`config.mk`:
```
export PLATFORM = sky130hd
export DESIGN_NAME = prio_bus_arb
export DESIGN_NICKNAME = d
export VERILOG_FILES = /design/src/rtl/arb_pkg.sv /design/src/rtl/arb_pick.sv /design/src/rtl/arb_fsm.sv /design/src/rtl/entry_seq.sv /design/src/rtl/prio_bus_arb.sv
export SDC_FILE = /design/constraint.sdc
export NUM_CORES = 1
export LEC_CHECK = 0
export CORE_UTILIZATION = 35
export DETAILED_ROUTE_END_ITERATION = 8
export PLACE_DENSITY = 0.68
export REMOVE_ABC_BUFFERS = 1
export SYNTH_ARGS = -nofsm -noshare
export SYNTH_HDL_FRONTEND = slang
export SYNTH_SLANG_ARGS = --single-unit
```
`constraint.sdc`:
```
create_clock -name clk -period 4.1 [get_ports clk]
set_input_delay 0.82 -clock clk [delete_from_list [all_inputs] [get_ports clk]]
set_output_delay 0.82 -clock clk [all_outputs]
set_load 0.1 [all_outputs]
```
`src/rtl/arb_pkg.sv`:
```
package arb_pkg;
   typedef enum logic [2:0] {
      A_FREE   = 3'd0,
      A_GNPR   = 3'd1,
      A_GIRQ   = 3'd2,
      A_OWN    = 3'd3,
      A_OWNIRQ = 3'd4
   } arb_st_t;

   typedef enum logic [1:0] {
      STEP_PUSH_PS = 2'd0,
      STEP_PUSH_PC = 2'd1,
      STEP_LOAD_PC = 2'd2,
      STEP_LOAD_PS = 2'd3
   } step_t;
endpackage

```
`src/rtl/arb_pick.sv`:
```
module arb_pick #(
   parameter int NPR_N    = 2,
   parameter int NLVL     = 4,
   parameter int NDEV     = 2,
   parameter int PRI_W    = 3,
   parameter int LVL_BASE = 4
) (
   input  logic [NPR_N-1:0]     npr_req,
   input  logic [NLVL*NDEV-1:0] irq_req,
   input  logic [PRI_W-1:0]     cpu_pri,
   output logic                 npr_any,
   output logic [NPR_N-1:0]     npr_sel,
   output logic                 irq_ok,
   output logic [NLVL*NDEV-1:0] irq_sel
);
   localparam int NIRQ = NLVL * NDEV;

   if (LVL_BASE + NLVL > (1 << PRI_W)) begin : g_bad_lvl
      $error("arb_pick: levels exceed priority range");
   end
   if (NDEV < 1 || NPR_N < 1) begin : g_bad_cnt
      $error("arb_pick: device counts must be positive");
   end

   logic             hit;
   logic [PRI_W-1:0] win_lvl;

   always_comb begin
      npr_sel = '0;
      npr_any = 1'b0;
      for (int i = 0; i < NPR_N; i++) begin
         if (npr_req[i] && !npr_any) begin
            npr_sel[i] = 1'b1;
            npr_any    = 1'b1;
         end
      end
   end

   always_comb begin
      irq_sel = '0;
      hit     = 1'b0;
      win_lvl = '0;
      for (int l = NLVL - 1; l >= 0; l--) begin
         for (int d = 0; d < NDEV; d++) begin
            if (irq_req[l*NDEV+d] && !hit) begin
               hit                = 1'b1;
               irq_sel[l*NDEV+d]  = 1'b1;
               win_lvl            = PRI_W'(LVL_BASE + l);
            end
         end
      end
      irq_ok = hit && (win_lvl > cpu_pri);
   end

   logic unused_w;
   assign unused_w = ^NIRQ;
endmodule

```
`src/rtl/arb_fsm.sv`:
```
module arb_fsm
   import arb_pkg::*;
#(
   parameter int NPR_N = 2,
   parameter int NIRQ  = 8,
   parameter int PRI_W = 3
) (
   input  logic              clk,
   input  logic              rst_n,
   input  logic              bbsy_in,
   input  logic              vec_valid,
   input  logic              npr_any,
   input  logic [NPR_N-1:0]  npr_sel,
   input  logic              irq_ok,
   input  logic [NIRQ-1:0]   irq_sel,
   input  logic              seq_busy,
   input  logic [NPR_N-1:0]  npr_req,
   input  logic [PRI_W-1:0]  cpu_pri,
   output logic [NPR_N-1:0]  npr_gnt,
   output logic [NIRQ-1:0]   irq_gnt,
   output logic              seq_start,
   output arb_st_t           st
);
   assign seq_start = (st == A_OWNIRQ) && vec_valid;

   always_ff @(posedge clk) begin
      if (!rst_n) begin
         st      <= A_FREE;
         npr_gnt <= '0;
         irq_gnt <= '0;
      end else begin
         unique case (st)
            A_FREE: if (!bbsy_in) begin
               if (npr_any) begin
                  npr_gnt <= npr_sel;
                  st      <= A_GNPR;
               end else if (irq_ok && !seq_busy) begin
                  irq_gnt <= irq_sel;
                  st      <= A_GIRQ;
               end
            end
            A_GNPR: if (bbsy_in) begin
               npr_gnt <= '0;
               st      <= A_OWN;
            end
            A_GIRQ: if (bbsy_in) begin
               irq_gnt <= '0;
               st      <= A_OWNIRQ;
            end
            A_OWNIRQ: if (vec_valid) st <= A_OWN;
            A_OWN:    if (!bbsy_in) st <= A_FREE;
            default:  st <= A_FREE;
         endcase
      end
   end

   // grants are one-hot at most and never rise while the bus is busy
   assert_one_grant_R5: assert property (@(posedge clk) disable iff (!rst_n)
      $onehot0({npr_gnt, irq_gnt}));
   assert_no_gnt_busy_R5: assert property (@(posedge clk) disable iff (!rst_n)
      $rose(|{npr_gnt, irq_gnt}) |-> $past(!bbsy_in));
   // an interrupt grant never overtakes a waiting direct transfer
   assert_npr_first_R2: assert property (@(posedge clk) disable iff (!rst_n)
      $rose(|irq_gnt) |-> ($past(npr_req) == '0));
   // interrupt grant needs the requesting level above the priority
   assert_irq_mask_R3: assert property (@(posedge clk) disable iff (!rst_n)
      $rose(|irq_gnt) |-> ($past(cpu_pri) != '1));
endmodule

```
`src/rtl/entry_seq.sv`:
```
module entry_seq
   import arb_pkg::*;
#(
   parameter int AW = 16
) (
   input  logic          clk,
   input  logic          rst_n,
   input  logic          start,
   input  logic [AW-1:0] vec_in,
   input  logic [AW-1:0] sp_in,
   input  logic          bus_idle,
   input  logic          bbsy_in,
   output logic          active,
   output logic          step_valid,
   output logic [1:0]    step_kind,
   output logic [AW-1:0] step_addr
);
   localparam logic [AW-1:0] WORD = AW'(2);

   if (AW < 4) begin : g_bad_aw
      $error("entry_seq: address width too small");
   end

   logic [1:0]    cnt;
   logic [AW-1:0] vec_q;
   logic [AW-1:0] sp_q;
   logic [AW-1:0] next_addr;

   always_comb begin
      unique case (step_t'(cnt))
         STEP_PUSH_PS: next_addr = sp_q - WORD;
         STEP_PUSH_PC: next_addr = sp_q - WORD - WORD;
         STEP_LOAD_PC: next_addr = vec_q;
         default:      next_addr = vec_q + WORD;
      endcase
   end

   always_ff @(posedge clk) begin
      if (!rst_n) begin
         active     <= 1'b0;
         cnt        <= '0;
         vec_q      <= '0;
         sp_q       <= '0;
         step_valid <= 1'b0;
         step_kind  <= '0;
         step_addr  <= '0;
      end else if (start) begin
         active     <= 1'b1;
         cnt        <= '0;
         vec_q      <= vec_in;
         sp_q       <= sp_in;
         step_valid <= 1'b0;
      end else if (active && bus_idle) begin
         step_valid <= 1'b1;
         step_kind  <= cnt;
         step_addr  <= next_addr;
         cnt        <= cnt + 2'd1;
         if (cnt == 2'd3) active <= 1'b0;
      end else begin
         step_valid <= 1'b0;
      end
   end

   // a step only follows a cycle with the bus released
   assert_step_free_R9: assert property (@(posedge clk) disable iff (!rst_n)
      step_valid |-> $past(!bbsy_in));
   // back-to-back steps advance by exactly one kind
   assert_step_order_R7: assert property (@(posedge clk) disable iff (!rst_n)
      (step_valid && $past(step_valid)) |-> (step_kind == $past(step_kind) + 2'd1));
endmodule

```
`src/rtl/prio_bus_arb.sv`:
```
module prio_bus_arb
   import arb_pkg::*;
#(
   parameter int NPR_N    = 2,
   parameter int NLVL     = 4,
   parameter int NDEV     = 2,
   parameter int PRI_W    = 3,
   parameter int LVL_BASE = 4,
   parameter int AW       = 16
) (
   input  logic                 clk,
   input  logic                 rst_n,
   input  logic [NPR_N-1:0]     npr_req,
   output logic [NPR_N-1:0]     npr_gnt,
   input  logic [NLVL*NDEV-1:0] irq_req,
   output logic [NLVL*NDEV-1:0] irq_gnt,
   input  logic [PRI_W-1:0]     cpu_pri,
   input  logic                 bbsy_in,
   input  logic                 vec_valid,
   input  logic [AW-1:0]        vec_in,
   input  logic [AW-1:0]        sp_in,
   output logic                 cpu_stall,
   output logic                 step_valid,
   output logic [1:0]           step_kind,
   output logic [AW-1:0]        step_addr
);
   localparam int NIRQ = NLVL * NDEV;

   logic             npr_any, irq_ok, seq_start, seq_active, bus_idle;
   logic [NPR_N-1:0] npr_sel;
   logic [NIRQ-1:0]  irq_sel;
   arb_st_t          st;

   arb_pick #(.NPR_N(NPR_N), .NLVL(NLVL), .NDEV(NDEV), .PRI_W(PRI_W),
              .LVL_BASE(LVL_BASE)) pick_i (
      .npr_req(npr_req), .irq_req(irq_req), .cpu_pri(cpu_pri),
      .npr_any(npr_any), .npr_sel(npr_sel), .irq_ok(irq_ok), .irq_sel(irq_sel)
   );

   arb_fsm #(.NPR_N(NPR_N), .NIRQ(NIRQ), .PRI_W(PRI_W)) fsm_i (
      .clk(clk), .rst_n(rst_n), .bbsy_in(bbsy_in), .vec_valid(vec_valid),
      .npr_any(npr_any), .npr_sel(npr_sel), .irq_ok(irq_ok), .irq_sel(irq_sel),
      .seq_busy(seq_active), .npr_req(npr_req), .cpu_pri(cpu_pri),
      .npr_gnt(npr_gnt), .irq_gnt(irq_gnt), .seq_start(seq_start), .st(st)
   );

   assign bus_idle = !bbsy_in && (st == A_FREE) && !npr_any;

   entry_seq #(.AW(AW)) seq_i (
      .clk(clk), .rst_n(rst_n), .start(seq_start), .vec_in(vec_in),
      .sp_in(sp_in), .bus_idle(bus_idle), .bbsy_in(bbsy_in),
      .active(seq_active), .step_valid(step_valid), .step_kind(step_kind),
      .step_addr(step_addr)
   );

   assign cpu_stall = (st != A_FREE) || seq_active;

   // no interrupt grant appears while entry steps were pending
   assert_irq_hold_R8: assert property (@(posedge clk) disable iff (!rst_n)
      $rose(|irq_gnt) |-> !$past(seq_active));
   // a visible grant always comes with the processor stalled
   assert_stall_gnt_R10: assert property (@(posedge clk) disable iff (!rst_n)
      (|{npr_gnt, irq_gnt}) |-> cpu_stall);
endmodule

```
==> impl_metrics.yaml <==
detailed_routing:
  drtIter0Drc: 256
  vias_per_cell: 5.31
  drc: 0
  drtPass1Iterations: 4
  postRouteAntennaNets: 0
  wl_per_cell_um: 13.7
  wirelength_mm: 10.1
  vias: 3910
synth:
  synth_top_area_share_pct: 34.0
  synth_area_leader_cell: "dfxtp_1"
  synth_cell_types: 57
  synth_cells: 533
  synth.area.top_cells: "dfxtp_1, nand2_1, a21oi_1"
  syn_avg_cell_area_um2: 7.41
  async_reset_ff_share_pct: 0
  yosys_warnings: 0
  synth_edf_count: 0
  ys_seq_area_share_pct: 34.0
  synth_ff_type: "dfxtp_1"
  synth-seq-cells: 67
  synth.cell_area_um2: 3950
final_layout:
  layout.nets: 651
  num-fill-cells: 1117
  area_growth_pct: 30.7
  antenna_cells: 0
  finish.utilization_pct: 47.2
  fin_area_um2: 5160
  drive_gt1_share_pct: 6.71
global_route:
  grt_pass1_wl_mm: 16.8
  grt_pass1_vias: 3586
  grt_max_degree: 55
  grtUsageTotal_pct: 17.8
  antenna_found_initial: 0
  grt_overflow: 0
clock_network:
  cts_tree: "built"
  cts_resized: 0
  cts_hold_buffers: 0
  cts-root-buf: "clkbuf_16"
  clockBufferDepth: 2
  post-cts-setup-buffer-count: 0
  clk_pin_slew_ns: 0.06
  clock-sinks: 67
  cts_htree_levels: 3
  cts_made_buffers: 9
  clock_latency_ns: 0.33
setup_path:
  r2r_cells: 9
  critPathLaunchType: "input port"
  arrival_ns: 3.82
  worst-path-max-fanout: 7
  endpoint_kind: "register"
  regToRegSetupSlack_ns: 0.68
  required_ns: 4.36
  timing.rr.end: "seq_i.step_addr[15]$_SDFFE_PN0P_"
  crit-reg2reg-launch: "seq_i.sp_q[1]$_SDFFE_PN0P_"
  crit_type: "input port to register"
placement:
  dp_hpwl_mm: 7.24
  gp_congestion: 0.890
  post-place-ws_ns: 0.231
  place_area_um2: 4800
  io_buffers: 78
die:
  start_util_pct: 36.1
  die_w_um: 108
  rows: 38
  die_h_um: 108
  coreArea_um2: 10900
  die_area_um2: 11700
  num_io_pins: 79
power:
  peakVddDrop_uv: 335
  powerDensity_nw_per_um2: 425
  p_leak_nw: 1.79
sta:
  clock.fmax_mhz: 281
  slew_violations: 0
  setup_violations: 0
  hold_viol: 0
  fin_crit_ns: 3.56
  fin_crit_sh_pct: 86.8
  slew_headroom_pct: 26.1
  fin_skew_ns: 0.00835
  worst_slew_pin_slew_ns: 1.11
  worst_slack_ns: 0.541
  fin_setup_tns_ns: 0
  rsz0062_at_grt: "no"
status:
  outcome: "completed"
worst_hold_path:
  hp-start: "seq_i.step_kind[0]$_SDFFE_PN0P_"
  min_to: "seq_i.step_kind[0]$_SDFFE_PN0P_"
  hold_path_class: "register to register"
  whs_path_depth: 2
flow_run:
  cap_violations: 0
routing by layer:
metal,track usage [%],up-vias,share of wire (%)
met2,30.3,107,46
li1,-,2001,-
met4,7.14,0,1.6
met1,22.5,1787,47
met5,0,-,0
met3,2.71,15,5.2
area by class of cell:
type | count | area, µm² | share of cell area [%]
multi-input combinational | 410 | 2380 | 46.2
sequential | 67 | 1340 | 26.0
timing repair buffer | 85 | 833 | 16.1
clock buffer | 11 | 253 | 4.90
tap | 140 | 175 | 3.39
clock inverter | 5 | 108 | 2.09
inverter | 18 | 67.6 | 1.31
how the worst max path moves through the flow:
stage | startpoint | endpoint | slack (ns)
finish | irq_req[6] | fsm_i.irq_gnt[7]$_SDFFE_PN0P_ | 0.54
global route | irq_req[6] | fsm_i.irq_gnt[7]$_SDFFE_PN0P_ | 0.39
CTS | irq_req[6] | fsm_i.irq_gnt[7]$_SDFFE_PN0P_ | 0.57
detailed placement | irq_req[6] | fsm_i.irq_gnt[7]$_SDFFE_PN0P_ | 0.23
global placement | irq_req[6] | fsm_i.irq_gnt[7]$_SDFFE_PN0P_ | 0.38
floorplan | irq_req[6] | fsm_i.irq_gnt[7]$_SDFFE_PN0P_ | 0.90
flip-flops by register name, indices dropped and copies added, names as in the netlist:
register and cells:
seq_i.vec_q 16, fsm_i.npr_gnt 2, seq_i.step_kind 2, fsm_i.st 3, seq_i.sp_q 16, seq_i.active 1
seq_i.step_addr 16, seq_i.step_valid 1, fsm_i.irq_gnt 8, seq_i.cnt 2
placed cells by master (no fill, tap or decap), types with 3 or more instances in the layout:
master / synthesis / layout
a211oi_1: 5 / 5
a21oi_1: 66 / 66
a221oi_1: 7 / 7
a31oi_1: 8 / 8
and3_1: 4 / 4
and4_1: 3 / 3
buf_4: 0 / 7
bufinv_16: 0 / 3
clkbuf_16: 0 / 9
clkdlybuf4s50_1: 0 / 78
dfxtp_1: 67 / 67
ha_1: 11 / 11
inv_1: 18 / 18
mux2i_1: 5 / 5
nand2_1: 108 / 108
nand2b_1: 3 / 3
nand3_1: 14 / 14
nand4_1: 5 / 5
nor2_1: 35 / 35
nor3_1: 11 / 11
nor3b_1: 4 / 4
nor4_1: 10 / 10
o211ai_1: 3 / 3
o21ai_0: 18 / 18
o22ai_1: 4 / 4
o41ai_1: 3 / 3
or2_2: 5 / 5
or3b_2: 3 / 3
or4_1: 7 / 7
xnor2_1: 21 / 21
xor2_1: 9 / 9
through the flow:
step / std cells / power [mW] / hold slack [ns]
after floorplan: 495 / 1.13 / 0.433
after global placement: 720 / 1.28 / 0.440
after detailed placement: 720 / 1.29 / 0.445
after CTS: 736 / 2.21 / 0.453
after global routing: 736 / 2.29 / 0.469
final: 736 / 2.19 / 0.453
power by group:
group / total, mW / internal, mW / leakage, nW / switching (mW)
clock network: 0.915 / 0.630 / 0.176 / 0.285
logic: 0.545 / 0.224 / 1.07 / 0.321
registers: 0.733 / 0.679 / 0.541 / 0.0541
logic make-up after synthesis:
logic type,after synthesis,synth area share (%)
xor+xnor,30,6.65
compound gates,135,20.9
mux,5,1.27
flops,67,34.0
simple gates,229,28.0
buf+inv,56,5.70
fa+ha+maj,11,3.49
synth_stat cells, drive strengths merged, types with 4 or more instances:
cell type / number
nand2: 109
dfxtp: 67
a21oi: 66
clkbuf: 36
nor2: 35
xnor2: 21
o21ai: 19
inv: 18
nand3: 14
ha: 11
nor3: 11
nor4: 10
or4: 9
xor2: 9
a31oi: 8
a221oi: 7
a211oi: 5
mux2i: 5
nand4: 5
or2: 5
and3: 4
nor3b: 4
o22ai: 4
worst max-delay path, stage by stage:
cell and delay, ns:
clkdlybuf4s50_1 0.48, nor4_1 0.53, inv_1 0.10, ha_1 0.32, nor2b_1 0.16, o21ai_0 0.09, nand2b_1 0.07, a31oi_1 0.12
nand3b_1 0.31, or4b_2 0.66, a21oi_1 0.15
Note: power is estimated with default switching activity, not from simulation.
